`config.mk`:
```
export PLATFORM = sky130hd
export DESIGN_NAME = margin_seq
export DESIGN_NICKNAME = d
export VERILOG_FILES = /design/src/rtl/msq_pkg.sv /design/src/rtl/msq_evt.sv /design/src/rtl/msq_timer.sv /design/src/rtl/msq_mbox.sv /design/src/rtl/margin_seq.sv
export SDC_FILE = /design/constraint.sdc
export NUM_CORES = 1
export LEC_CHECK = 0
export CAP_MARGIN = 0
export CELL_PAD_IN_SITES_DETAIL_PLACEMENT = 0
export CELL_PAD_IN_SITES_GLOBAL_PLACEMENT = 1
export CORE_ASPECT_RATIO = 1.1
export CORE_MARGIN = 5
export CORE_UTILIZATION = 35
export CTS_CLUSTER_SIZE = 24
export DETAILED_ROUTE_END_ITERATION = 8
export MAX_ROUTING_LAYER = met4
export PLACE_DENSITY_LB_ADDON = 0.1
export SETUP_SLACK_MARGIN = 0.3
export SYNTH_ARGS = -nofsm -noshare
export SYNTH_HDL_FRONTEND = slang
export SYNTH_HIERARCHICAL = 1
export SYNTH_SLANG_ARGS = --single-unit
export TNS_END_PERCENT = 1
```
`constraint.sdc`:
```
create_clock -name clk_i -period 3 [get_ports clk_i]
set_input_delay 0.3 -clock clk_i [delete_from_list [all_inputs] [get_ports clk_i]]
set_output_delay 0.3 -clock clk_i [all_outputs]
set_load 0.05 [all_outputs]
```
`src/rtl/msq_pkg.sv`:
```
package msq_pkg;
  typedef struct packed {
    logic [7:0] nblks;
    logic [5:0] y;
    logic [6:0] x;
    logic       clr;
    logic       en;
  } msq_ctrl_t;

  localparam int unsigned CTRL_W = $bits(msq_ctrl_t);

  typedef enum logic [3:0] {
    S_IDLE, S_RFLG, S_CREQ, S_CFLG, S_SETTLE, S_SFLG,
    S_GREQ, S_GSTAT, S_GFLG, S_POLL
  } msq_state_e;

  localparam logic CMD_SET = 1'b0;
  localparam logic CMD_GET = 1'b1;

  // flag bit order is decoded by the relay block
  localparam logic [3:0] FLG_SW_RDY = 4'b0001;
  localparam logic [3:0] FLG_RDY    = 4'b0010;
  localparam logic [3:0] FLG_PHY    = 4'b0100;
  localparam logic [3:0] FLG_ERR    = 4'b1000;
endpackage

```
`src/rtl/msq_evt.sv`:
```
module msq_evt (
  input  logic clk_i,
  input  logic rst_ni,
  input  logic evt_ready_i,
  input  logic evt_start_i,
  input  logic evt_change_i,
  input  logic evt_stop_i,
  input  logic clr_cmd_i,
  input  logic clr_rdy_i,
  output logic pend_rdy_o,
  output logic pend_start_o,
  output logic pend_stop_o
);
  // new events win over a same-cycle clear
  always_ff @(posedge clk_i or negedge rst_ni) begin
    if (!rst_ni) begin
      pend_rdy_o   <= 1'b0;
      pend_start_o <= 1'b0;
      pend_stop_o  <= 1'b0;
    end else begin
      pend_rdy_o   <= (pend_rdy_o & ~(clr_rdy_i | clr_cmd_i)) | evt_ready_i;
      pend_start_o <= (pend_start_o & ~clr_cmd_i) | evt_start_i | evt_change_i;
      pend_stop_o  <= (pend_stop_o & ~clr_cmd_i) | evt_stop_i;
    end
  end
endmodule

```
`src/rtl/msq_timer.sv`:
```
module msq_timer #(
  parameter int unsigned W = 8
) (
  input  logic         clk_i,
  input  logic         rst_ni,
  input  logic         load_i,
  input  logic [W-1:0] val_i,
  output logic         done_o
);
  logic [W-1:0] cnt_q;

  always_ff @(posedge clk_i or negedge rst_ni) begin
    if (!rst_ni)               cnt_q <= '0;
    else if (load_i)           cnt_q <= val_i;
    else if (cnt_q != '0)      cnt_q <= cnt_q - 1'b1;
  end

  assign done_o = (cnt_q == '0);

  p_load_value_r5: assert property (@(posedge clk_i) disable iff (!rst_ni)
    load_i |=> (cnt_q == $past(val_i)));
endmodule

```
`src/rtl/msq_mbox.sv`:
```
module msq_mbox #(
  parameter int unsigned TIMEOUT = 64
) (
  input  logic clk_i,
  input  logic rst_ni,
  input  logic active_i,
  input  logic ack_i,
  input  logic err_i,
  output logic ok_o,
  output logic fail_o
);
  localparam int unsigned CW = $clog2(TIMEOUT + 1);
  localparam logic [CW-1:0] LAST = CW'(TIMEOUT - 1);

  logic [CW-1:0] cnt_q;

  always_ff @(posedge clk_i or negedge rst_ni) begin
    if (!rst_ni)        cnt_q <= '0;
    else if (!active_i) cnt_q <= '0;
    else                cnt_q <= cnt_q + 1'b1;
  end

  assign ok_o   = active_i & ack_i & ~err_i;
  assign fail_o = active_i & ((ack_i & err_i) | (~ack_i & (cnt_q == LAST)));

  p_wait_bounded_r11: assert property (@(posedge clk_i) disable iff (!rst_ni)
    active_i |-> (cnt_q <= LAST));
endmodule

```
`src/rtl/margin_seq.sv`:
```
module margin_seq
  import msq_pkg::*;
#(
  parameter int unsigned CLK_HZ    = 100_000_000,
  parameter int unsigned SETTLE_US = 10,
  parameter int unsigned POLL_US   = 20_000,
  parameter int unsigned TIMEOUT   = 1024,
  parameter int unsigned LANE_W    = 5,
  parameter int unsigned LANE_ID   = 0,
  parameter int unsigned STAT_W    = 16
) (
  input  logic              clk_i,
  input  logic              rst_ni,
  input  logic              evt_ready_i,
  input  logic              evt_start_i,
  input  logic              evt_change_i,
  input  logic              evt_stop_i,
  input  logic [CTRL_W-1:0] ctrl_i,
  output logic              wr_en_o,
  output logic              wr_sel_o,
  output logic [STAT_W-1:0] wr_data_o,
  output logic              mb_req_o,
  output logic [LANE_W-1:0] mb_lane_o,
  output logic              mb_cmd_o,
  output logic [CTRL_W-1:0] mb_payload_o,
  input  logic              mb_ack_i,
  input  logic              mb_err_i,
  input  logic [STAT_W-1:0] mb_rdata_i,
  output logic              err_o
);
  localparam int unsigned CYC_US     = (CLK_HZ / 1_000_000 == 0) ? 1 : CLK_HZ / 1_000_000;
  localparam int unsigned SETTLE_CYC = (CYC_US * SETTLE_US == 0) ? 1 : CYC_US * SETTLE_US;
  localparam int unsigned POLL_CYC   = (CYC_US * POLL_US == 0) ? 1 : CYC_US * POLL_US;
  localparam int unsigned MAX_CYC    = (POLL_CYC > SETTLE_CYC) ? POLL_CYC : SETTLE_CYC;
  localparam int unsigned TMR_W      = $clog2(MAX_CYC + 1);

  msq_state_e  state_q, state_n;
  msq_ctrl_t   ctrl_q;
  logic        stop_q;
  logic [STAT_W-1:0] stat_q;
  logic        err_q;

  logic pend_rdy, pend_start, pend_stop;
  logic take_cmd, take_rdy, go_cmd;
  logic tmr_load, tmr_done;
  logic [TMR_W-1:0] tmr_val;
  logic mbx_active, mbx_ok, mbx_fail;

  msq_evt u_evt (
    .clk_i        (clk_i),
    .rst_ni       (rst_ni),
    .evt_ready_i  (evt_ready_i),
    .evt_start_i  (evt_start_i),
    .evt_change_i (evt_change_i),
    .evt_stop_i   (evt_stop_i),
    .clr_cmd_i    (take_cmd),
    .clr_rdy_i    (take_rdy),
    .pend_rdy_o   (pend_rdy),
    .pend_start_o (pend_start),
    .pend_stop_o  (pend_stop)
  );

  msq_timer #(.W(TMR_W)) u_tmr (
    .clk_i  (clk_i),
    .rst_ni (rst_ni),
    .load_i (tmr_load),
    .val_i  (tmr_val),
    .done_o (tmr_done)
  );

  assign mbx_active = (state_q == S_CREQ) || (state_q == S_GREQ);

  msq_mbox #(.TIMEOUT(TIMEOUT)) u_mbx (
    .clk_i    (clk_i),
    .rst_ni   (rst_ni),
    .active_i (mbx_active),
    .ack_i    (mb_ack_i),
    .err_i    (mb_err_i),
    .ok_o     (mbx_ok),
    .fail_o   (mbx_fail)
  );

  assign go_cmd = pend_start | pend_stop;

  always_comb begin
    state_n  = state_q;
    take_cmd = 1'b0;
    take_rdy = 1'b0;
    tmr_load = 1'b0;
    tmr_val  = '0;
    unique case (state_q)
      S_IDLE: begin
        if (go_cmd) begin
          take_cmd = 1'b1;
          state_n  = S_CREQ;
        end else if (pend_rdy) begin
          take_rdy = 1'b1;
          state_n  = S_RFLG;
        end
      end
      S_RFLG:  state_n = S_IDLE;
      S_CREQ: begin
        if (mbx_ok)        state_n = S_CFLG;
        else if (mbx_fail) state_n = S_IDLE;
      end
      S_CFLG: begin
        tmr_load = 1'b1;
        tmr_val  = TMR_W'(SETTLE_CYC - 1);
        state_n  = S_SETTLE;
      end
      S_SETTLE: begin
        if (tmr_done) begin
          if (stop_q) state_n = S_SFLG;
          else if (go_cmd) begin
            take_cmd = 1'b1;
            state_n  = S_CREQ;
          end else state_n = S_GREQ;
        end
      end
      S_SFLG:  state_n = S_IDLE;
      S_GREQ: begin
        if (mbx_ok)        state_n = S_GSTAT;
        else if (mbx_fail) state_n = S_IDLE;
      end
      S_GSTAT: state_n = S_GFLG;
      S_GFLG: begin
        tmr_load = 1'b1;
        tmr_val  = TMR_W'(POLL_CYC - 1);
        state_n  = S_POLL;
      end
      S_POLL: begin
        if (tmr_done) begin
          if (go_cmd) begin
            take_cmd = 1'b1;
            state_n  = S_CREQ;
          end else state_n = S_GREQ;
        end
      end
      default: state_n = S_IDLE;
    endcase
  end

  always_ff @(posedge clk_i or negedge rst_ni) begin
    if (!rst_ni) begin
      state_q <= S_IDLE;
      ctrl_q  <= '0;
      stop_q  <= 1'b0;
      stat_q  <= '0;
      err_q   <= 1'b0;
    end else begin
      state_q <= state_n;
      err_q   <= mbx_fail;
      if (take_cmd) begin
        ctrl_q <= msq_ctrl_t'(ctrl_i);
        stop_q <= pend_stop;   // stop outranks start
      end
      if ((state_q == S_GREQ) && mbx_ok) stat_q <= mb_rdata_i;
    end
  end

  always_comb begin
    wr_en_o   = 1'b0;
    wr_sel_o  = 1'b0;
    wr_data_o = '0;
    unique case (state_q)
      S_RFLG: begin
        wr_en_o   = 1'b1;
        wr_data_o = STAT_W'(FLG_SW_RDY | FLG_RDY);
      end
      S_CFLG: begin
        wr_en_o   = 1'b1;
        wr_data_o = STAT_W'(FLG_SW_RDY | FLG_RDY | FLG_PHY | FLG_ERR);
      end
      S_SFLG, S_GFLG: begin
        wr_en_o   = 1'b1;
        wr_data_o = STAT_W'(FLG_SW_RDY | FLG_RDY | FLG_ERR);
      end
      S_GSTAT: begin
        wr_en_o   = 1'b1;
        wr_sel_o  = 1'b1;
        wr_data_o = stat_q;
      end
      default: ;
    endcase
  end

  assign mb_req_o     = mbx_active;
  assign mb_lane_o    = LANE_W'(LANE_ID);
  assign mb_cmd_o     = (state_q == S_GREQ) ? CMD_GET : CMD_SET;
  assign mb_payload_o = (state_q == S_CREQ) ? CTRL_W'(ctrl_q) : '0;
  assign err_o        = err_q;

  p_fail_flags_err_r10: assert property (@(posedge clk_i) disable iff (!rst_ni)
    mbx_fail |=> (err_o && !wr_en_o && !mb_req_o));

  p_err_single_r10: assert property (@(posedge clk_i) disable iff (!rst_ni)
    err_o |=> !err_o);

  p_payload_hold_r3: assert property (@(posedge clk_i) disable iff (!rst_ni)
    (mb_req_o && !mb_ack_i && !mbx_fail) |=> (mb_req_o && $stable(mb_payload_o)));

  p_status_data_r6: assert property (@(posedge clk_i) disable iff (!rst_ni)
    (mb_req_o && mb_cmd_o && mb_ack_i && !mb_err_i) |=>
      (wr_en_o && wr_sel_o && wr_data_o == $past(mb_rdata_i)));

  p_status_then_flags_r6: assert property (@(posedge clk_i) disable iff (!rst_ni)
    (wr_en_o && wr_sel_o) |=> (wr_en_o && !wr_sel_o && wr_data_o == STAT_W'(4'hB)));

  p_ctrl_ack_flags_r4: assert property (@(posedge clk_i) disable iff (!rst_ni)
    (mb_req_o && !mb_cmd_o && mb_ack_i && !mb_err_i) |=>
      (wr_en_o && !wr_sel_o && wr_data_o == STAT_W'(4'hF)));
endmodule

```
==> results.toml <==
[run_status]
status = "complete, no violations"

[synth]
synth-xor-area-share = 0.03933
synth-simple-area-share = 0.2070
synth-edff-count = 0
avgSynthCellArea_um2 = 10.74
synth_top_family_by_area = "simple AND/OR/NAND/NOR gates"
synthAdderAreaFrac = 0.008870
yosysTopAreaCell = "dfrtp_1"
synth_seq_cells = 80
synth.area.top_cells = "dfrtp_1 (47%), mux2_2 (11%), and2_1 (5.6%), xnor2_1 (2.7%), o31ai_1 (2.5%)"
muxShareOfSynthArea = 0.1091
ys_seq_area_frac = 0.4731
synth_top_cell_area_share = 0.4731
yosysUniqueCellTypes = 57
synth_compound_area_frac = 0.1183
syn_area_um2 = 4232
ys.flop_type = "dfrtp_1"
syn-instance-count = 394
synthArstFlopShare = 1.000
yosysWarnings = 6

[clock_network]
cts-buffers-inserted = 9
clkSinkCount = 80
htreeDepth = 3
clk_pin_slew_ns = 0.06
root_buffer = "clkbuf_16"
clock_latency_ns = 0.34
cts_tree = "done"
clockBufferDepth = 2

[min_path]
hold_class = "in -> async"

[timing]
fin_crit_ns = 2.867
slew_headroom = 0.4366
worst_slew_pin_slew_ns = 0.8451
whs_ns = 0.06706
setup_viol = 0
timing.final.crit_share = 0.9556
clock.fmax_ghz = 0.3488
clock_skew_ns = 0.01546
rsz0062_at_grt = "yes"
hold_viol = 0
slew_viol_final = 0

[route]
wl_per_cell_um = 15.04
postRouteAntennaNets = 0
viasPerCell = 4.909
drtIter0Drc = 162
wl_um = 9956
vias = 3250
firstDrtPassIters = 4
drc = 0

[critical_path]
worstSetupStartpointType = "flop"
path_class = "reg -> reg"
arrival_ns = 3.09
cp-end-kind = "flop"
required_ns = 3.22
worstPathMaxFanout = 13

[cells_and_area]
antenna_cells = 0
final_common_cell = "dfrtp_1"
fin_nets = 553
area_growth_pct = 34.74
final_area_um2 = 5702
final_cell_mix = "dfrtp_1 (80), buf_4 (57), clkdlybuf4s50_1 (50), mux2_2 (40), and2_1 (37)"
drive_above_1_share = 0.2657
fillerInstances = 1133
fin_util = 0.4780

[global_routing]
grt_overflow = 0
grt_pass1_wl_um = 16770
grt_max_degree = 66
antenna_found_initial = 0
track_usage = 0.1508
grt_pass1_vias = 3373

[die]
start_util = 0.3547
die_w_um = 114.8
core_um2 = 11930
dieArea_um2 = 14390
die_y_um = 125.3
io_pins = 96
num_rows = 42

[run]
drv_cap = 0

[placed_design]
post-dp-hpwl_um = 6961
gp_congestion = 0.7774
port_buffers = 90
place_area_um2 = 5301

[power_and_ir_drop]
power.density_nw_per_um2 = 426.2
ir_worst_vdd_mv = 0.2472
p_leak_nw = 2.569
==> metrics by stage <==
stage	cells	TNS, ns	setup WS (ns)	power, mW
floorplan	403	0	0.09384	1.130
global placement	644	0	0.1320	1.210
detailed placement	644	0	0.09193	1.211
CTS	662	0	0.09985	2.474
global route	662	-0.2094	-0.02381	2.529
finish	662	0	0.1333	2.430
==> where the power goes <==
group | total (mW) | internal (mW) | switching, mW
clock network | 1.24 | 0.810 | 0.432
registers | 1.09 | 1.08 | 0.00368
logic | 0.102 | 0.0571 | 0.0451
total | 2.43 | 1.95 | 0.480
==> metal layers <==
layer / track usage / vias up / share of wire
met2: 0.2207 / 79 / 0.47
met4: 0.05801 / 0 / 0.0078
met3: 0.04447 / 4 / 0.056
met1: 0.1963 / 1553 / 0.47
met5: - / - / 0
li1: - / 1614 / -
==> path summary, 6_finish.rpt <==
kind | from | end | slack, ns | depth (start not counted)
setup / recovery | u_tmr/cnt_q[0] | ctrl_q[22] | 0.13 | 11
min in group clk_i | u_mbx/cnt_q[0] | u_mbx/cnt_q[0] | 0.48 | 1
hold / removal | rst_ni | u_mbx/cnt_q[7] | 0.07 | 1
setup reg to reg | u_tmr/cnt_q[0] | ctrl_q[22] | 0.13 | 11
hold reg to reg | u_mbx/cnt_q[0] | u_mbx/cnt_q[0] | 0.48 | 1
max in group asynchronous | rst_ni | u_tmr/cnt_q[5] | 2.27 | 2
==> critical path: stages (launching register included) <==
cell and delay (ns):
dfrtp_1 0.39, inv_2 0.10, ha_4 0.14, or4b_4 0.47
nor4b_4 0.24, and2_4 0.20, nand2b_1 0.06, a211o_1 0.32
a211oi_4 0.22, buf_6 0.15, buf_12 0.14, mux2_2 0.33
==> area by class of cell <==
class                      count  area (um2)  share of cell area
clock buffer                  10       229.0             0.04016
clock inverter                 6       107.6             0.01887
inverter                      10       37.54            0.006583
multi-input combinational    289        2108              0.3698
sequential                    80        2002              0.3511
tap                          154       192.7             0.03379
timing repair buffer         113        1025              0.1797
==> registers in the layout (all words and copies together), names as in the netlist <==
register / count
ctrl_q: 23
err_o: 1
u_evt/pend_rdy_o: 1
stop_q: 1
state_q: 4
u_mbx/cnt_q: 11
stat_q: 16
u_tmr/cnt_q: 21
u_evt/pend_start_o: 1
u_evt/pend_stop_o: 1
==> cells in the mapped netlist (3+ instances only) <==
| cell type | count |
|---|---|
| o21ai_0 | 11 |
| or4_1 | 7 |
| and2_1 | 38 |
| o21ai_1 | 3 |
| ha_1 | 3 |
| nor2_1 | 17 |
| xnor2_1 | 13 |
| inv_1 | 10 |
| nor2b_1 | 5 |
| buf_2 | 3 |
| or3_1 | 3 |
| mux2_2 | 40 |
| nand3_1 | 5 |
| nor4_1 | 5 |
| buf_6 | 3 |
| o31ai_1 | 14 |
| nor3_1 | 9 |
| xor2_1 | 6 |
| clkbuf_1 | 12 |
| a21o_1 | 3 |
| a22o_1 | 6 |
| nand2_1 | 26 |
| a21oi_1 | 12 |
| dfrtp_1 | 80 |
| nand2b_1 | 10 |
| nand3b_1 | 3 |
| buf_4 | 5 |
==> what timing repair did <==
item	CTS	global route
setup endpoints to repair	26	29
pin swaps	1	0
gates resized for setup	3	6
setup buffers	1	0
hold buffers	0	0
gates cloned	1	0
==> cells by family (layout without fill, tap and decap cells) <==
logic type	Yosys count	count (layout)
xor+xnor	19	19
simple gates	145	145
buf+inv	34	139
fa+ha+maj	3	3
other cells	1	10
compound gates	71	71
flops	80	80
mux	41	41
Power figures use the tool's default switching activity.
